### src/rtl/pwi_pkg.sv
`timescale 1ns/1ps
package pwi_pkg;

    localparam int TW            = 4;
    localparam int CFG_EN_BIT    = 0;
    localparam int CSS_LSB       = 16;
    localparam int WRS_LSB       = 12;
    localparam int ACT_LSB       = 8;
    localparam int HOLD_LSB      = 4;
    localparam int TRIG_MODE_BIT = 0;
    localparam int TRIG_CMD_BIT  = 1;

    typedef logic [TW-1:0] tlen_t;

    typedef struct packed {
        logic  en;
        tlen_t css;
        tlen_t wrs;
        tlen_t act;
        tlen_t hold;
    } pwi_cfg_t;

    typedef enum logic [2:0] {
        PH_FETCH = 3'd0,
        PH_CSS   = 3'd1,
        PH_WRS   = 3'd2,
        PH_ACT   = 3'd3,
        PH_HOLD  = 3'd4
    } pwi_phase_e;

    typedef struct packed {
        pwi_phase_e ph;
        tlen_t      cnt;
        logic       word_end;
    } pwi_step_t;

    localparam pwi_cfg_t CFG_RESET = '{en: 1'b0, css: '0, wrs: '0,
                                       act: tlen_t'(1), hold: '0};

    // strobe low time never drops below one cycle
    function automatic tlen_t act_cycles(input tlen_t a);
        return (a == '0) ? tlen_t'(1) : a;
    endfunction

    // phase entered once 'cur' has run out, with its counter preload
    function automatic pwi_step_t step_after(input pwi_phase_e cur, input pwi_cfg_t c);
        pwi_step_t s;
        s.ph       = PH_FETCH;
        s.cnt      = '0;
        s.word_end = 1'b0;
        unique case (cur)
            PH_FETCH: begin
                if (c.css != '0) begin
                    s.ph  = PH_CSS;
                    s.cnt = c.css - tlen_t'(1);
                end else if (c.wrs != '0) begin
                    s.ph  = PH_WRS;
                    s.cnt = c.wrs - tlen_t'(1);
                end else begin
                    s.ph  = PH_ACT;
                    s.cnt = act_cycles(c.act) - tlen_t'(1);
                end
            end
            PH_CSS: begin
                if (c.wrs != '0) begin
                    s.ph  = PH_WRS;
                    s.cnt = c.wrs - tlen_t'(1);
                end else begin
                    s.ph  = PH_ACT;
                    s.cnt = act_cycles(c.act) - tlen_t'(1);
                end
            end
            PH_WRS: begin
                s.ph  = PH_ACT;
                s.cnt = act_cycles(c.act) - tlen_t'(1);
            end
            PH_ACT: begin
                if (c.hold != '0) begin
                    s.ph  = PH_HOLD;
                    s.cnt = c.hold - tlen_t'(1);
                end else begin
                    s.word_end = 1'b1;
                end
            end
            default: s.word_end = 1'b1;
        endcase
        return s;
    endfunction

endpackage

### src/rtl/pwi_trig_regs.sv
`timescale 1ns/1ps
module pwi_trig_regs
    import pwi_pkg::*;
(
    input  logic        clk,
    input  logic        rst,
    input  logic        cfg_we,
    input  logic [31:0] cfg_wdata,
    input  logic        trig_we,
    input  logic [1:0]  trig_wdata,
    input  logic        te_in,
    input  logic        busy,
    input  logic        start_ack,
    output pwi_cfg_t    cfg,
    output logic        start_req
);

    pwi_cfg_t cfg_q;
    logic     mode_q;
    logic     pend_q;
    logic     te_q;
    logic     te_rise;
    logic     unused_cfg_bits;

    assign unused_cfg_bits = ^{cfg_wdata[31:20], cfg_wdata[3:1]};
    assign te_rise         = te_in & ~te_q;
    assign cfg             = cfg_q;
    assign start_req       = pend_q & cfg_q.en & (~mode_q | te_rise);

    always_ff @(posedge clk) begin
        if (rst) begin
            cfg_q  <= CFG_RESET;
            mode_q <= 1'b0;
            pend_q <= 1'b0;
            te_q   <= 1'b0;
        end else begin
            te_q <= te_in;
            if (cfg_we) begin
                cfg_q.en   <= cfg_wdata[CFG_EN_BIT];
                cfg_q.css  <= cfg_wdata[CSS_LSB  +: TW];
                cfg_q.wrs  <= cfg_wdata[WRS_LSB  +: TW];
                cfg_q.act  <= cfg_wdata[ACT_LSB  +: TW];
                cfg_q.hold <= cfg_wdata[HOLD_LSB +: TW];
            end
            if (trig_we)
                mode_q <= trig_wdata[TRIG_MODE_BIT];
            if (start_ack)
                pend_q <= 1'b0;
            else if (trig_we && trig_wdata[TRIG_CMD_BIT] && cfg_q.en && !busy)
                pend_q <= 1'b1;
        end
    end

    AST_PEND_CLEARS: assert property (@(posedge clk) disable iff (rst)
        start_ack |=> !pend_q);

    AST_NO_ARM_WHEN_OFF: assert property (@(posedge clk) disable iff (rst)
        (!pend_q && !cfg_q.en) |=> !pend_q);

endmodule

### src/rtl/pwi_frame_ctl.sv
`timescale 1ns/1ps
module pwi_frame_ctl #(
    parameter int FRAME_WORDS = 16
) (
    input  logic clk,
    input  logic rst,
    input  logic start_req,
    input  logic word_end,
    input  logic done_clr,
    output logic start_ack,
    output logic busy,
    output logic done_flag,
    output logic irq
);

    localparam int CW = (FRAME_WORDS > 1) ? $clog2(FRAME_WORDS) : 1;
    localparam logic [CW-1:0] LAST_IDX = CW'(FRAME_WORDS - 1);

    logic          busy_q;
    logic          done_q;
    logic          irq_q;
    logic [CW-1:0] wcnt_q;
    logic          frame_end;

    assign start_ack = start_req & ~busy_q;
    assign frame_end = busy_q & word_end & (wcnt_q == LAST_IDX);
    assign busy      = busy_q;
    assign done_flag = done_q;
    assign irq       = irq_q;

    always_ff @(posedge clk) begin
        if (rst) begin
            busy_q <= 1'b0;
            done_q <= 1'b0;
            irq_q  <= 1'b0;
            wcnt_q <= '0;
        end else begin
            irq_q <= 1'b0;
            if (done_clr)
                done_q <= 1'b0;
            if (start_ack) begin
                busy_q <= 1'b1;
                wcnt_q <= '0;
            end else if (frame_end) begin
                busy_q <= 1'b0;
                done_q <= 1'b1;
                irq_q  <= 1'b1;
            end else if (busy_q && word_end) begin
                wcnt_q <= wcnt_q + CW'(1);
            end
        end
    end

    AST_IRQ_PULSE: assert property (@(posedge clk) disable iff (rst)
        irq_q |=> !irq_q);

    AST_IRQ_AT_END: assert property (@(posedge clk) disable iff (rst)
        irq_q |-> (!busy_q && $past(busy_q) && done_q));

endmodule

### src/rtl/pwi_phase_seq.sv
`timescale 1ns/1ps
module pwi_phase_seq
    import pwi_pkg::*;
#(
    parameter int DW = 16
) (
    input  logic          clk,
    input  logic          rst,
    input  logic          run,
    input  pwi_cfg_t      cfg,
    input  logic          pix_valid,
    input  logic [DW-1:0] pix_data,
    output logic          pix_ready,
    output logic          cs_n,
    output logic          wr_n,
    output logic [DW-1:0] lcd_data,
    output logic          word_end
);

    pwi_phase_e    ph_q;
    tlen_t         cnt_q;
    logic [DW-1:0] data_q;
    pwi_step_t     nxt;
    logic          take;
    logic          advance;

    assign pix_ready = run && (ph_q == PH_FETCH);
    assign take      = pix_ready && pix_valid;
    assign nxt       = step_after(ph_q, cfg);
    assign advance   = (ph_q == PH_FETCH) ? take : (cnt_q == '0);
    assign word_end  = advance && nxt.word_end;
    assign cs_n      = (ph_q == PH_FETCH);
    assign wr_n      = (ph_q != PH_ACT);
    assign lcd_data  = data_q;

    always_ff @(posedge clk) begin
        if (rst) begin
            ph_q   <= PH_FETCH;
            cnt_q  <= '0;
            data_q <= '0;
        end else begin
            if (take)
                data_q <= pix_data;
            if (advance) begin
                ph_q  <= nxt.ph;
                cnt_q <= nxt.cnt;
            end else if (ph_q != PH_FETCH) begin
                cnt_q <= cnt_q - tlen_t'(1);
            end
        end
    end

    AST_CS_NEEDS_PIXEL: assert property (@(posedge clk) disable iff (rst)
        $fell(cs_n) |-> $past(pix_valid && pix_ready));

    AST_DATA_HELD: assert property (@(posedge clk) disable iff (rst)
        (!cs_n && !$past(cs_n)) |-> $stable(lcd_data));

    AST_STROBE_IN_FRAME: assert property (@(posedge clk) disable iff (rst)
        $fell(wr_n) |-> $past(run));

endmodule

### src/rtl/panel_wr_if.sv
`timescale 1ns/1ps
module panel_wr_if
    import pwi_pkg::*;
#(
    parameter int DW          = 16,
    parameter int FRAME_WORDS = 16
) (
    input  logic          clk,
    input  logic          rst,
    input  logic          cfg_we,
    input  logic [31:0]   cfg_wdata,
    input  logic          trig_we,
    input  logic [1:0]    trig_wdata,
    input  logic          done_clr,
    input  logic          te_in,
    input  logic          pix_valid,
    input  logic [DW-1:0] pix_data,
    output logic          pix_ready,
    output logic          lcd_cs_n,
    output logic          lcd_wr_n,
    output logic [DW-1:0] lcd_data,
    output logic          busy,
    output logic          done_flag,
    output logic          irq
);

    pwi_cfg_t cfg;
    logic     start_req;
    logic     start_ack;
    logic     word_end;

    pwi_trig_regs u_regs (
        .clk        (clk),
        .rst        (rst),
        .cfg_we     (cfg_we),
        .cfg_wdata  (cfg_wdata),
        .trig_we    (trig_we),
        .trig_wdata (trig_wdata),
        .te_in      (te_in),
        .busy       (busy),
        .start_ack  (start_ack),
        .cfg        (cfg),
        .start_req  (start_req)
    );

    pwi_frame_ctl #(.FRAME_WORDS(FRAME_WORDS)) u_frame (
        .clk       (clk),
        .rst       (rst),
        .start_req (start_req),
        .word_end  (word_end),
        .done_clr  (done_clr),
        .start_ack (start_ack),
        .busy      (busy),
        .done_flag (done_flag),
        .irq       (irq)
    );

    pwi_phase_seq #(.DW(DW)) u_seq (
        .clk       (clk),
        .rst       (rst),
        .run       (busy),
        .cfg       (cfg),
        .pix_valid (pix_valid),
        .pix_data  (pix_data),
        .pix_ready (pix_ready),
        .cs_n      (lcd_cs_n),
        .wr_n      (lcd_wr_n),
        .lcd_data  (lcd_data),
        .word_end  (word_end)
    );

    AST_IDLE_BUS: assert property (@(posedge clk) disable iff (rst)
        !busy |-> (lcd_cs_n && lcd_wr_n));

    AST_BUSY_STARTS_ONLY_ON_REQ: assert property (@(posedge clk) disable iff (rst)
        $rose(busy) |-> $past(start_req));

endmodule

### config.mk
export PLATFORM = sky130hd
export DESIGN_NAME = panel_wr_if
export DESIGN_NICKNAME = d
export VERILOG_FILES = /design/src/rtl/pwi_pkg.sv /design/src/rtl/pwi_trig_regs.sv /design/src/rtl/pwi_frame_ctl.sv /design/src/rtl/pwi_phase_seq.sv /design/src/rtl/panel_wr_if.sv
export SDC_FILE = /design/constraint.sdc
export NUM_CORES = 1
export LEC_CHECK = 0
export ABC_AREA = 1
export BUFFER_PORTS_ARGS = -buffer_cell sky130_fd_sc_hd__buf_2
export CAP_MARGIN = 40
export CORE_MARGIN = 2
export CORE_UTILIZATION = 46
export DETAILED_ROUTE_END_ITERATION = 12
export GPL_ROUTABILITY_DRIVEN = 0
export PLACE_DENSITY = 0.73
export SLEW_MARGIN = 20
export SYNTH_ARGS = -nofsm -noshare
export SYNTH_HDL_FRONTEND = slang
export SYNTH_HIERARCHICAL = 1
export SYNTH_SLANG_ARGS = --single-unit
### constraint.sdc
create_clock -name clk -period 2.4 [get_ports clk]
set_clock_uncertainty 0.05 [all_clocks]
set_input_delay 0.48 -clock clk [delete_from_list [all_inputs] [get_ports clk]]
set_output_delay 0.48 -clock clk [all_outputs]
set_load 0.02 [all_outputs]
# After elaboration in Yosys (flattened, before gate mapping)
# Cells that the tools add are included.
# word_totals
input_bits	57
elab_cells	73
output_inout_bits	22
register_bits	50
# op_classes
eq_ne	5
n_addsub	6
reduce_logical	20
muxes	16
n_bitwise	11
# ops
op	count
one-hot mux 7 bit (4 select lines)	1
subtractor 4 x 1 -> 4 bit (second input constant)	5
2-to-1 mux 7 bit	2
2-to-1 mux 4 bit	3
nonzero test 4 bit	3
zero test 4 bit	2
2-to-1 mux 1 bit	8
logical AND 1 bit	7
AND 1 bit	6
equality test 3 x 2 -> 1 bit (second input constant)	2
2-to-1 mux 5 bit	1
adder 4 x 1 -> 4 bit (second input constant)	1
equality test 4 bit (second input constant)	1
inverter 1 bit	4
nonzero test 2 bit	2
equality test 3 x 1 -> 1 bit (second input constant)	1
zero test 3 bit	1
!= test 3 x 2 -> 1 bit (second input constant)	1
nonzero test 3 bit	1
OR reduction 3 bit	1
one-hot mux 1 bit (2 select lines)	1
AND reduction 2 bit	1
OR reduction 2 bit	1
zero test 1 bit	1
bitwise OR 1 bit	1

# Depth between registers and ports, before layout
# logic_depth
depth_word	9
ltp_mapped	13
ltp_nobuf	13

# Modules after synthesis
# Netlist, hierarchy kept.
# by_module_without_submodules
module	area_per_inst_um2	cells_per_inst	instances	seq_area_each_um2
pwi_phase_seq	1535.2	230	1	460.4
pwi_trig_regs	753.2	93	1	400.4
pwi_frame_ctl	311.5	46	1	140.1

# Worst setup path after synthesis
# Ideal clock, no wire load.
# synth_path
path_type	reg-to-reg
start	register u_regs.cfg_q, in the netlist u_regs/cfg[7]
end	register u_seq.cnt_q[1]
t_required_ps	2284
synth_period_minus_slack_ps	1797
setup_ps	66
path_buffers	0
path_slack_ps	603
t_arrival_ps	1681
stages_incl_launch_ff	11
cell_sequence	dfxtp_1 > or2_2 > o21ai_0 > inv_1 > ha_1 > or2_1 > o21ai_1 > inv_1 > nand3_1 > nand2_1 > a21oi_2
# synth_via
elab_chain_len	7
# synth_lines
item	line_no	source
from (decl)	pwi_trig_regs.sv:18	pwi_cfg_t cfg_q;
zero test 4 bit *	pwi_pkg.sv:42	return (a == '0) ? tlen_t'(1) : a;
2-to-1 mux 4 bit *	pwi_pkg.sv:42	
subtractor 4 x 1 -> 4 bit *	pwi_pkg.sv:61, pwi_pkg.sv:70, pwi_pkg.sv:75	
2-to-1 mux 5 bit	pwi_pkg.sv:56, pwi_pkg.sv:65	
2-to-1 mux 7 bit	pwi_pkg.sv:53	if (c.css != '0) begin
one-hot mux 7 bit (4 select lines) *	pwi_pkg.sv:51	unique case (cur)
2-to-1 mux 4 bit *	pwi_phase_seq.sv:44	if (advance) begin
to (signal assigned)	pwi_phase_seq.sv:46	cnt_q <= nxt.cnt;
to (signal assigned)	pwi_phase_seq.sv:48	cnt_q <= cnt_q - tlen_t'(1);
to (decl)	pwi_phase_seq.sv:21	tlen_t cnt_q;
# Every way passes the cells marked *; elsewhere a longest branch is shown, timed or not.
# A chain may end at the register's enable or synchronous reset.

# Worst setup path after layout
# layout_path
start	register u_frame.busy_q, in the netlist u_frame/busy
end	output port pix_ready
# layout_via
elab_chain_len	1
# layout_lines
item	line_no	source
from (decl)	pwi_frame_ctl.sv:19	logic busy_q;
from (signal assigned)	pwi_frame_ctl.sv:33	busy_q <= 1'b0;
from (signal assigned)	pwi_frame_ctl.sv:42	busy_q <= 1'b1;
from (signal assigned)	pwi_frame_ctl.sv:45	busy_q <= 1'b0;
logical AND 1 bit	pwi_phase_seq.sv:27	assign pix_ready = run && (ph_q == PH_FETCH);
to (decl)	panel_wr_if.sv:18	output logic pix_ready,
# Every way passes these cells.

==> summary.md <==
| Metric | Value |
|---|---|
| RSZ-0062 raised after global routing | false |
| Post_cts resized | 0 |
| Post-Synthesis Cells | 369 |
| Port Buffers | 63 |
| Core box area | 5470 um^2 |
| Slew @ Worst Pin | 0.459 ns |
| PwrDens | 720 nW/um^2 |
| DIE HEIGHT | 79.2 um |
| Capturing point of the worst reg2reg path | u_seq/cnt_q[2]$_SDFFE_PP0P_ |
| Post-synth ARST share | 0% |
| Clock share of power | 26.7% |
| Setup Fix Bufs, Post-CTS | 0 |
| Combinational cell fraction of total power | 29.6% |
| VDD IR max | 0.000451 V |
| Post-synthesis area per instance | 7.05 um^2 |
| Worst hold path depth | 2 |
| Ys Warns | 6 |
| Vias per cell | 4.91 |
| Post-synth EDFFs | 0 |
| # nets final | 496 |
| Tot Pwr | 2.19 mW |
| Status | finished clean |
| TNS Setup | 0 ns |
| Layout cells sized above 1 | 21.6% |
| Cell area after synthesis | 2600 um^2 |
| Wire per inst | 10.8 um |
| Worst Hold Path EP | u_regs/mode_q$_SDFFE_PP0P_ |
| P_leak | 1.43 nW |
| Pin count of the biggest net entering global routing | 25 |
| Vias in the first global route | 2269 |
| Critical Path AT | 1.48 ns |
| Post-synth top area share | 38.5% |
| Die width | 79.2 um |
| Top post-synthesis cells by area | dfxtp_1 38%, nor2_1 9.2%, nand2_1 9.1% |
| CTS tree | done |
| Post-Route WL | 5410 um |
| Final setup fails | 0 |
| ANT cells | 0 |
| Total gr overflow | 0 |
| Slew HR | 69.4% |
| Largest area contributor in the netlist | dfxtp_1 |
| Net Switching | 745 uW |
| Initial antenna violation count | 0 |
| Commonest cells in the netlist | 64 x nor2_1, 63 x nand2_1, 50 x dfxtp_1, 43 x inv_1, 32 x nand3_1 |
| Total GRT Usage | 18.0% |
| Total CTS buffers | 5 |
| Fillers | 567 |
| Via Count | 2469 |
| Internal Pwr Total | 1.44 mW |
| Sw frac | 34.0% |
| Crit-path max FO | 17 |
| Cts hold-fix bufs | 0 |
| First-pass GRT wire length | 9270 um |
| Root buffer cell | clkbuf_8 |
| Share of the yosys chip area belonging to registers | 38.5% |
| Num rows | 27 |
| Final HPWL DP | 4100 um |
| Critical R2R Launch | u_regs/cfg[7]$_SDFFE_PP0P_ |
| Setup crit start kind | register |
| Drt first-iter violations | 124 |
| Max-slew violations | 0 |
| Final ANT Viol Nets | 0 |
| Sequential share of power | 43.6% |
| Final clock period utilization by the worst path | 83.6% |
| Maximum root-to-sink buffer count | 2 |
| Yosys cell types | 34 |
| Synth Flop Type | dfxtp_1 |
| H-tree depth | 2 |
| Max Cap Viol | 0 |
| Post-route DRC | 0 |
| FF-to-FF path depth | 10 |
| I/O pin count | 79 |
| Min Tclk post-route | 2.01 ns |
| F_max | 0.498 GHz |
| Hold crit path type | input pin to register |
| Flop-to-flop setup slack | 0.40 ns |
| Hold Startpoint | trig_we |
| Initial Utilization | 47.5% |
| DIE AREA | 6270 um^2 |
| Crit path required time | 1.87 ns |
| Worst-path clk slew | 0.09 ns |
| Post-synthesis sequential element count | 50 |
| Area Overhead vs Synth | 16.9% |
| Worst-skew pair later-pin latency | 0.30 ns |
| Nature of the critical path endpoint | primary output |
| Final hold vios | 0 |
| WS Path Type | register to primary output |
| Clock sink count | 50 |
| Mapped Nets | 435 |
| DR pass1 iterations | 4 |
| Most numerous cell in the Yosys netlist | nor2_1 |
==> worst max-delay path: stages (launching register included) <==
cell and delay (ns):
dfxtp_1 0.46, inv_1 0.14, nor2_8 0.16, buf_4 0.23, buf_2 0.19
==> cells by family (layout without fill, tap and decap cells) <==
family,after synthesis,count (layout),share of synthesized area [%]
flops,50,50,38.5
compound gates,67,67,13.8
xor+xnor,6,6,2.02
buf+inv,58,120,10.5
fa+ha+maj,9,9,4.33
simple gates,179,179,30.8
==> final cells by class <==
| cell class | count | area (um^2) | share of cell area, % |
|---|---|---|---|
| Clock buffer | 6 | 72.6 | 2.39 |
| Clock inverter | 2 | 37.5 | 1.23 |
| Inverter | 47 | 184 | 6.05 |
| Multi-Input combinational cell | 261 | 1330 | 43.6 |
| Sequential cell | 50 | 1000 | 32.9 |
| Tap cell | 72 | 90.1 | 2.96 |
| Timing Repair Buffer | 65 | 330 | 10.9 |
==> through the flow <==
| stage | cell area [um^2] | utilization [%] | hold slack [ns] | instances | setup WS (ns) |
|---|---|---|---|---|---|
| after floorplan | 2600 | - | 0.375 | 369 | 0.603 |
| after global placement | 2930 | 53.5 | 0.384 | 495 | 0.449 |
| after detailed placement | 2930 | 53.5 | 0.397 | 495 | 0.439 |
| after CTS | 3040 | 55.6 | 0.313 | 503 | 0.375 |
| after global routing | 3040 | 55.6 | 0.308 | 503 | 0.123 |
| final | 3040 | 55.6 | 0.321 | 503 | 0.393 |
==> layout by cell type (no fill, tap or decap) <==
cell type	n
nor2_2	4
nand2_4	2
buf_2	63
bufinv_16	1
o21a_1	1
a21oi_2	3
nor3b_1	1
nand3_1	32
clkbuf_1	1
nand2_1	63
nor2_4	1
inv_8	1
o21ai_0	20
inv_1	43
o21ai_2	2
or2_1	3
nor2_1	64
ha_1	9
nor3_1	3
o21ai_1	13
nand2_8	1
xor2_1	2
clkinvlp_4	1
xnor2_1	4
dfxtp_1	50
nand4_1	1
nand2_2	1
clkbuf_8	5
nor2_8	1
o22ai_1	1
a21oi_1	27
inv_2	3
buf_4	2
or2_2	2
==> routing by layer <==
layer	vias to the layer above	track usage, %	wire length [um]
li1	1296	-	-
met4	0	5.52	74
met1	1118	22.4	2510
met5	-	0	0
met3	7	3.30	195
met2	48	31.5	2640
==> power groups by stage <==
stage / clock network (mW) / logic [mW] / registers, mW
6_report: 0.585 / 0.648 / 0.955
3_3_place_gp: 0 / 0.639 / 0.973
3_5_place_dp: 0 / 0.647 / 0.974
4_1_cts: 0.604 / 0.652 / 0.955
2_1_floorplan: 0 / 0.532 / 0.963
5_1_grt: 0.639 / 0.739 / 0.965
==> registers in the layout, indices dropped and copies added, names as in the netlist <==
signal and count:
u_frame/done_flag 1, u_frame/busy 1, u_seq/ph_q 3, u_regs/pend_q 1
u_seq/lcd_data 16, u_regs/mode_q 1, u_seq/cnt_q 4, u_frame/irq 1
u_regs/cfg 17, u_regs/te_q 1, u_frame/wcnt_q 4
==> how the worst max path moves through the flow <==
stage,end,start,slack [ns],depth (start not counted)
CTS,pix_ready,u_frame/busy$_SDFFE_PP0P_,0.37,4
floorplan,u_seq/cnt_q[1]$_SDFFE_PP0P_,u_regs/cfg[7]$_SDFFE_PP0P_,0.60,10
finish,pix_ready,u_frame/busy$_SDFFE_PP0P_,0.39,4
global route,u_seq/cnt_q[2]$_SDFFE_PP0P_,u_regs/cfg[6]$_SDFFE_PP0P_,0.12,10
detailed placement,u_seq/cnt_q[2]$_SDFFE_PP0P_,u_regs/cfg[7]$_SDFFE_PP0P_,0.44,10
global placement,u_seq/cnt_q[1]$_SDFFE_PP0P_,u_regs/cfg[7]$_SDFFE_PP0P_,0.45,10
No activity file was read; power rests on OpenSTA's default activity.
